**src/rtl/irq_vector_ctrl.sv**
```systemverilog
module irq_vector_ctrl #(
  parameter int N_SRC = 12,
  parameter logic [N_SRC*8-1:0] SRC_CODE =
    {8'd10, 8'd9, 8'd12, 8'd11, 8'd6, 8'd5, 8'd8, 8'd7, 8'd2, 8'd1, 8'd4, 8'd3}
) (
  input  logic             clk,
  input  logic             rst_n,
  input  logic [N_SRC-1:0] evt,
  input  logic             bus_wr,
  input  logic             bus_rd,
  input  logic [2:0]       bus_addr,
  input  logic [7:0]       bus_wdata,
  output logic [7:0]       bus_rdata,
  input  logic             irq_ack,
  output logic             irq
);
  localparam int HI_W = N_SRC - 8;
  localparam logic [2:0] A_PLO = 3'd0, A_PHI = 3'd1, A_MLO = 3'd2, A_MHI = 3'd3, A_VEC = 3'd4;

  logic [N_SRC-1:0] pend_q, mask_q, act_prev_q, active, clr_wr, clr_rd;
  logic [7:0]       vec_q, enc;
  logic             irq_q, rise, rd_vec;

  assign active = pend_q & mask_q;
  assign rd_vec = bus_rd && bus_addr == A_VEC;
  assign rise   = |(active & ~act_prev_q);
  assign irq    = irq_q;

  assign clr_wr[7:0]       = (bus_wr && bus_addr == A_PLO) ? bus_wdata : 8'd0;
  assign clr_wr[N_SRC-1:8] = (bus_wr && bus_addr == A_PHI) ? bus_wdata[HI_W-1:0] : '0;

  always_comb begin
    enc = 8'd0;
    for (int i = 0; i < N_SRC; i++)
      if (active[i] && (enc == 8'd0 || SRC_CODE[i*8 +: 8] < enc))
        enc = SRC_CODE[i*8 +: 8];
  end

  always_comb begin
    clr_rd = '0;
    for (int i = 0; i < N_SRC; i++)
      clr_rd[i] = rd_vec && vec_q != 8'd0 && SRC_CODE[i*8 +: 8] == vec_q;
  end

  always_comb begin
    case (bus_addr)
      A_PLO:   bus_rdata = pend_q[7:0];
      A_PHI:   bus_rdata = 8'(pend_q[N_SRC-1:8]);
      A_MLO:   bus_rdata = mask_q[7:0];
      A_MHI:   bus_rdata = 8'(mask_q[N_SRC-1:8]);
      A_VEC:   bus_rdata = vec_q;
      default: bus_rdata = 8'd0;
    endcase
  end

  always_ff @(posedge clk) begin
    if (!rst_n) begin
      pend_q     <= '0;
      mask_q     <= '0;
      act_prev_q <= '0;
      vec_q      <= 8'd0;
      irq_q      <= 1'b0;
    end else begin
      pend_q     <= (pend_q & ~clr_wr & ~clr_rd) | evt;
      act_prev_q <= active;
      vec_q      <= rd_vec ? 8'd0 : enc;
      irq_q      <= (irq_q & ~irq_ack) | rise;
      if (bus_wr && bus_addr == A_MLO) mask_q[7:0] <= bus_wdata;
      if (bus_wr && bus_addr == A_MHI) mask_q[N_SRC-1:8] <= bus_wdata[HI_W-1:0];
    end
  end
endmodule


```
**config.mk**
```make
export PLATFORM = sky130hd
export DESIGN_NAME = irq_vector_ctrl
export DESIGN_NICKNAME = d
export VERILOG_FILES = /design/src/rtl/irq_vector_ctrl.sv
export SDC_FILE = /design/constraint.sdc
export NUM_CORES = 1
export LEC_CHECK = 0
export BUFFER_PORTS_ARGS = -buffer_cell sky130_fd_sc_hd__buf_4
export CAP_MARGIN = 20
export CORE_ASPECT_RATIO = 0.5
export CORE_UTILIZATION = 55
export DETAILED_ROUTE_END_ITERATION = 8
export PLACE_DENSITY = 0.89
export SYNTH_ARGS = -nofsm -noshare
export SYNTH_HDL_FRONTEND = slang
export SYNTH_SLANG_ARGS = --single-unit
```
**constraint.sdc**
```tcl
create_clock -name clk -period 1.7 [get_ports clk]
set_input_delay 0.255 -clock clk [delete_from_list [all_inputs] [get_ports clk]]
set_output_delay 0.255 -clock clk [all_outputs]
set_load 0.03 [all_outputs]
```
### After elaboration in Yosys (flattened, before gate mapping)

Cells that the tools add are included.

* register bits: 45
* input bits: 28
* output and inout port bits: 9
* word-level logic and storage cells: 117

* $lt $le $gt $ge: 11
* equality and inequality tests: 16
* muxes and demuxes: 15
* bitwise gates (word level): 12
* reduce and logical (&&, ||, !) cells: 56

Operators with widths (count)
* $logic_not 8->1: 11
* $mux 8: 10
* $and 12x12->12: 4
* $eq 4x8->1 const A: 5
* $lt 4x8->1 const A: 5
* $pmux 8 s5: 1
* $not 12->12: 3
* $eq 3x8->1 const A: 4
* $logic_and 1x1->1: 29
* $lt 3x8->1 const A: 3
* $eq 2x8->1 const A: 2
* $or 12x12->12: 1
* $reduce_or 12->1: 1
* $logic_or 1x1->1: 11
* $eq 1x8->1 const A: 1
* $lt 1x8->1 const A: 1
* $lt 2x8->1 const A: 1
* $mux 4: 2
* $reduce_bool 8->1: 1
* $eq 3x2->1 const B: 2
* $eq 3x1->1 const B: 1
* $eq 3x3->1 const B: 1
* $logic_not 3->1: 1
* $lt 3x2->1 const A: 1
* other kinds (7): 8

### Longest topological paths before layout

Gate-level depths: netlist of run 1.

* depth after elaboration: 46
* mapped depth: 6
* mapped depth without buffers: 4

### Least setup slack after synthesis of run 1

OpenSTA, ideal clock, no wires.

* kind: input-to-output
* start point: input port bus_addr[1]
* end point: output port bus_rdata[4]
* data arrival time: 1.390 ns
* required time: 1.445 ns
* setup slack: 0.055 ns
* stages on the path: 4
* buffers on the path: 2
* cell sequence: buf_6 buf_2 mux2i_1 nor3_1

* longest elaborated chain between the ends: 2
* elaborated cells between the ends (all ways): 6
* classes of those cells: eq/ne: 4; mux: 1; reduce/logical: 1

Ends and longest elaborated chain
* from (decl): RTL line 11 `input logic [2:0] bus_addr,`
* $eq 3x3->1, or another cell as far along: RTL line 46 `case (bus_addr)`
* $pmux 8 s5 (*): RTL line 46
* to (decl): RTL line 13 `output logic [7:0] bus_rdata,`

Mark *: on every way between the ends. The rest lies on a longest branch, timed or not.

### Final worst setup path of run 1

* start point: register vec_q[3]
* end point: output port bus_rdata[3]

* longest elaborated chain between the ends: 1

Ends and longest elaborated chain
* from (decl): RTL line 21 `logic [7:0] vec_q, enc;`
* from (signal assigned): RTL line 66 `vec_q <= rd_vec ? 8'd0 : enc;`
* $pmux 8 s5: RTL line 46

No other way between the ends.

==> results of run 1 <==
## path summary, 6_finish.rpt
kind | end | slack, ns
max | bus_rdata[3] | 0.09
min | pend_q[1] | 0.17
max reg2reg | vec_q[1] | 0.33
min reg2reg | act_prev_q[8] | 0.53
## registers in the layout, summed over array words and instances (netlist names)
| signal | count |
|---|---|
| vec_q | 4 |
| irq | 1 |
| pend_q | 12 |
| act_prev_q | 12 |
| mask_q | 12 |
## worst max-delay path, stage by stage (launching register included)
cell and delay [ns]:
dfxtp_1 0.57, a21oi_1 0.14, o22ai_1 0.17, buf_4 0.18
## metrics by stage
step,power (mW),area (um^2)
finish,1.94,2450
global route,2.00,2450
CTS,1.93,2450
detailed placement,1.31,2370
global placement,1.31,2370
floorplan,1.20,2040
## cells by family after synthesis
kind of cell / synth area share
multiplexers: 0.118
AO/OA/AOI/OAI: 0.183
flip-flops: 0.402
buffers and inverters: 0.0337
AND/OR/NAND/NOR: 0.264
## layout make-up
type | count | area, um^2 | area share
clock buffer | 7 | 86.3 | 0.0352
timing repair buffer | 40 | 300 | 0.122
tap | 51 | 63.8 | 0.0260
multi-input combinational | 165 | 1160 | 0.472
inverter | 6 | 22.5 | 0.00918
sequential | 41 | 821 | 0.335
## per-layer routing
layer / up-vias / routed length [um] / GRT usage / share of wire
li1: 899 / - / - / -
met1: 902 / 2470 / 0.446 / 0.44
met2: 112 / 2390 / 0.431 / 0.42
met3: 11 / 686 / 0.0951 / 0.12
met4: 0 / 81 / 0.0839 / 0.014
met5: - / 0 / 0 / 0
## cell usage in the layout, fill, tap and decap left out, drive strengths merged, types with 2 or more instances in the layout
cell    Yosys  routed
o311a       3       3
mux2i      24      24
o22ai      10      10
nand3       2       2
nand2      22      22
o31ai       2       2
and4bb      2       2
and2        3       3
nor3b       3       3
a21oi      10      10
a221oi      5       5
nor2b      15      15
nor4        2       2
nor2        8       8
nor3        8       8
dfxtp      41      41
a21boi      2       2
and3       14      14
a21o        2       2
o21a        6       6
buf         5      40
inv         6       6
nand2b      3       3
clkbuf      4       7
## report_power, final
part / internal (mW) / switching [mW]
Combinational: 0.130 / 0.136
Clock: 0.322 / 0.319
Sequential: 0.992 / 0.0441
==> impl_metrics.ini, run 1 <==
[finish]
final_util = 0.703
area_growth_pct = 20.1
nNetsFinal = 287
fillCellCount = 275
diodes = 0
finalNonFillerCells = 310
drive_gt1_frac = 0.208

[clocking]
htree_num_levels = 2
post_cts_buffers = 0
cts_inserted_buffers = 5
clock_latency_ns = 0.29
cts.sink_count = 41
clock_path_buffers = 2
root_buffer = clkbuf_8
cts_resized = 0
cts-hold-fix-buffers = 0
cts_tree = done
clkSlewWorstSetupHoldPaths_ns = 0.07

[sta]
max_freq_ghz = 0.621
period_minus_slack_ns = 1.61
relSlewSlack = 0.683
tns_ns = 0
rsz0062_at_grt = no
layout_setup_ws_ns = 0.0905
slew_viol_final = 0
worst_pin_slew_ns = 0.474
worst_hold_slack_ns = 0.170
fin_skew_ns = 0.00475
fin_crit_sh = 0.947
finalHoldViolations = 0
finalSetupViolations = 0

[route]
ant_nets = 0
first_iter_violations = 250
first_pass_iters = 5
num_vias = 1924
wl_per_cell_um = 18.2
vias_per_cell = 6.21
finalWirelength_um = 5630
drc = 0

[floorplanning]
core_um2 = 3490
num_io_pins = 37
dieArea_um2 = 3980
rows = 15
die_y_um = 45.1
initial_core_util = 0.585
die_w_um = 88.2

[yosys]
synth_nets = 249
syn_avg_cell_area_um2 = 9.24
synthArstFlopShare = 0
synth.yosys.seq_area_share = 0.402
synthCells = 221
syn_area_um2 = 2040
synthDominantCellAreaShare = 0.402
synthFlopType = dfxtp_1
yosysMostFrequentCell = dfxtp_1
synth_top_area_cell = dfxtp_1
ys_seq_elements = 41
synth_edf_count = 0
yosysUniqueCellTypes = 48
synth_commonest_cells = dfxtp_1 (41), mux2i_1 (24), nand2_1 (22), nor2b_1 (15), and3_1 (13)
yosys-top-cells-area = dfxtp_1 (40%), mux2i_1 (12%), nor2b_1 (4.6%)
synth_warnings = 0

[setup_path]
arrival_ns = 1.35
critPathMaxFanout = 9
worstSetupPathType = reg2out
r2r-start = mask_q[6]
startpoint = vec_q[3]
start_kind = register
critical_path.endpoint_type = output pin
crit_required_ns = 1.44
worstRegToRegCells = 4

[place]
dp_hpwl_um = 4030
place_inst = 303
post-place-ws_ns = 0.152
gp_congestion = 0.969
numPortBuffers = 36

[min_path]
hold_path_class = in2reg
min-delay-start = evt[1]
hold_depth = 2

[global_route]
grt_remaining_overflow = 0
grt_pass1_wl_um = 8710
grt_pass1_vias = 1724
grt_max_degree = 39
antenna_found_initial = 0
grt_usage = 0.304

[power_and_ir_drop]
leakage_nw = 1.06
cellPowerDensity_nw_per_um2 = 793
ir_drop_v = 0.000400

[flow_run]
cap_violations = 0

[outcome]
outcome = finished clean
(Power assumes the default switching activity.)
==> run 2: changes to the inputs <==
--- a/config.mk
+++ b/config.mk
@@ -7,8 +7,10 @@
 export LEC_CHECK = 0
 export BUFFER_PORTS_ARGS = -buffer_cell sky130_fd_sc_hd__buf_4
 export CAP_MARGIN = 20
+export CELL_PAD_IN_SITES_DETAIL_PLACEMENT = 1
+export CELL_PAD_IN_SITES_GLOBAL_PLACEMENT = 1
 export CORE_ASPECT_RATIO = 0.5
-export CORE_UTILIZATION = 55
+export CORE_UTILIZATION = 42
 export DETAILED_ROUTE_END_ITERATION = 8
 export PLACE_DENSITY = 0.89
 export SYNTH_ARGS = -nofsm -noshare
==> run 2 against run 1 <==
Highest routed layer unchanged. Cell count increased by 5.5%. Critical path depth increased by 2. Critical endpoint is now bus_rdata[0]. Critical path type unchanged. Global-route usage decreased by 2.5 points. Core utilization decreased by 15 points. Largest power group unchanged.
==> impl_metrics.ini, run 2 (synthesized netlist as in run 1, its figures left out) <==
[global_route]
grt_pass1_wl_um = 10500
grt_max_degree = 38
grt_remaining_overflow = 0
antenna_found_initial = 0
grt_usage = 0.280
grt_pass1_vias = 1946

[sta]
period_minus_slack_ns = 1.62
finalSetupViolations = 0
rsz0062_at_grt = no
worst_pin_slew_ns = 0.408
relSlewSlack = 0.728
fin_skew_ns = 0.00428
tns_ns = 0
fin_crit_sh = 0.952
max_freq_ghz = 0.618
slew_viol_final = 0
finalHoldViolations = 0

[finish]
mostFrequentLayoutCells = buf_4 (43), dfxtp_1 (40), mux2i_1 (24), nand2_1 (22), nor2b_1 (15)
drive_gt1_frac = 0.222
multi_input_area_um2 = 1160
nNetsFinal = 290
largestRegisters = act_prev_q (12), mask_q (12), pend_q (12)
area_growth_pct = 21.6
diodes = 0
final_common_cell = buf_4
finalNonFillerCells = 327
design_area_um2 = 2480
seqCellArea_um2 = 822
fillCellCount = 543

[floorplanning]
num_io_pins = 37
die_w_um = 101
dieArea_um2 = 5160
initial_core_util = 0.451
core_um2 = 4530
die_y_um = 51.3
rows = 17

[power_and_ir_drop]
power.share.sequential = 0.546
ir_drop_v = 0.000346
sw_frac_of_total = 0.266
cellPowerDensity_nw_per_um2 = 766
power.share.clock = 0.308
p_int_mw = 1.40
leakage_nw = 1.07
pwr-share-comb = 0.145
p_sw_mw = 0.506

[clocking]
htree_num_levels = 2
cts_tree = done
root_buffer = clkbuf_8
cts.sink_count = 41
clock_path_buffers = 2
cts_inserted_buffers = 5
clock_latency_ns = 0.29
clkSlewWorstSetupHoldPaths_ns = 0.08

[setup_path]
crit_family = flip-flops
max_stage_delay_ns = 0.45
r2r-start = pend_q[6]
critical_path_depth = 5
cpMaxStageDelayCell = dfxtp_1
r2r-end = vec_q[0]
worstRegToRegCells = 4
rrSetupSlack_ns = 0.29
arrival_ns = 1.36
endpoint = bus_rdata[0]
crit_required_ns = 1.44
critical_path.endpoint_type = output pin
crit_chain = mux2i_1 > nor2_1 > a21oi_1 > o22ai_1 > buf_4
path_buf_inv = 1
worstSetupPathType = reg2out
start_kind = register
startpoint = mask_q[0]
critPathMaxFanout = 5

[route]
first_pass_iters = 4
finalWirelength_um = 6740
vias_per_cell = 6.01
drc = 0
ant_nets = 0
num_vias = 1964
wl_per_cell_um = 20.6
first_iter_violations = 120

[place]
placed_cell_area_um2 = 2410
gp_congestion = 0.836
place_inst = 321
numPortBuffers = 36
dp_hpwl_um = 4870

[flow_run]
cap_violations = 0

[outcome]
outcome = finished clean

[min_path]
hold_path_class = in2reg
[run 2: power by group through the flow]
stage	Combinational, mW	Clock [mW]	Sequential (mW)
finish	0.276	0.587	1.04
global route	0.294	0.625	1.04
CTS	0.275	0.595	1.04
detailed placement	0.272	0	1.06
global placement	0.262	0	1.05
floorplan	0.151	0	1.04
[run 2: layout make-up]
type,count,share of cell area
clock buffer,5,0.0277
clock inverter,1,0.00202
inverter,6,0.00907
multi-input combinational,165,0.467
sequential,41,0.331
tap,66,0.0333
timing repair buffer,43,0.130
[run 2: metrics by stage]
| step | hold slack [ns] | power [mW] | setup WS, ns | util |
|---|---|---|---|---|
| after floorplan | 0.379 | 1.20 | 0.0554 | - |
| after global placement | 0.466 | 1.32 | 0.253 | 0.531 |
| after detailed placement | 0.468 | 1.33 | 0.195 | 0.531 |
| after CTS | 0.172 | 1.91 | 0.0741 | 0.548 |
| after global routing | 0.165 | 1.96 | 0.0164 | 0.548 |
| final | 0.174 | 1.90 | 0.0812 | 0.548 |
[run 2: repair_timing]
action                     CTS  global route
setup endpoints to repair    0             1
hold buffers                 0             0
resized for setup            0             1
setup buffers                0             0
[run 2: worst min-delay path by stage]
stage,depth (start not counted),endpoint,start
5_1_grt,2,pend_q[8],evt[8]
4_1_cts,2,pend_q[0],evt[0]
6_report,2,pend_q[8],evt[8]
3_5_place_dp,2,pend_q[0],evt[0]
2_1_floorplan,1,pend_q[2],evt[2]
3_3_place_gp,2,pend_q[0],evt[0]
[run 2: per-layer routing]
metal | global-route usage | part of all wire | vias to the layer above
met5 | 0 | 0 | -
li1 | - | - | 903
met2 | 0.438 | 0.45 | 71
met3 | 0.0629 | 0.062 | 5
met4 | 0.0700 | 0.0068 | 0
met1 | 0.389 | 0.48 | 985
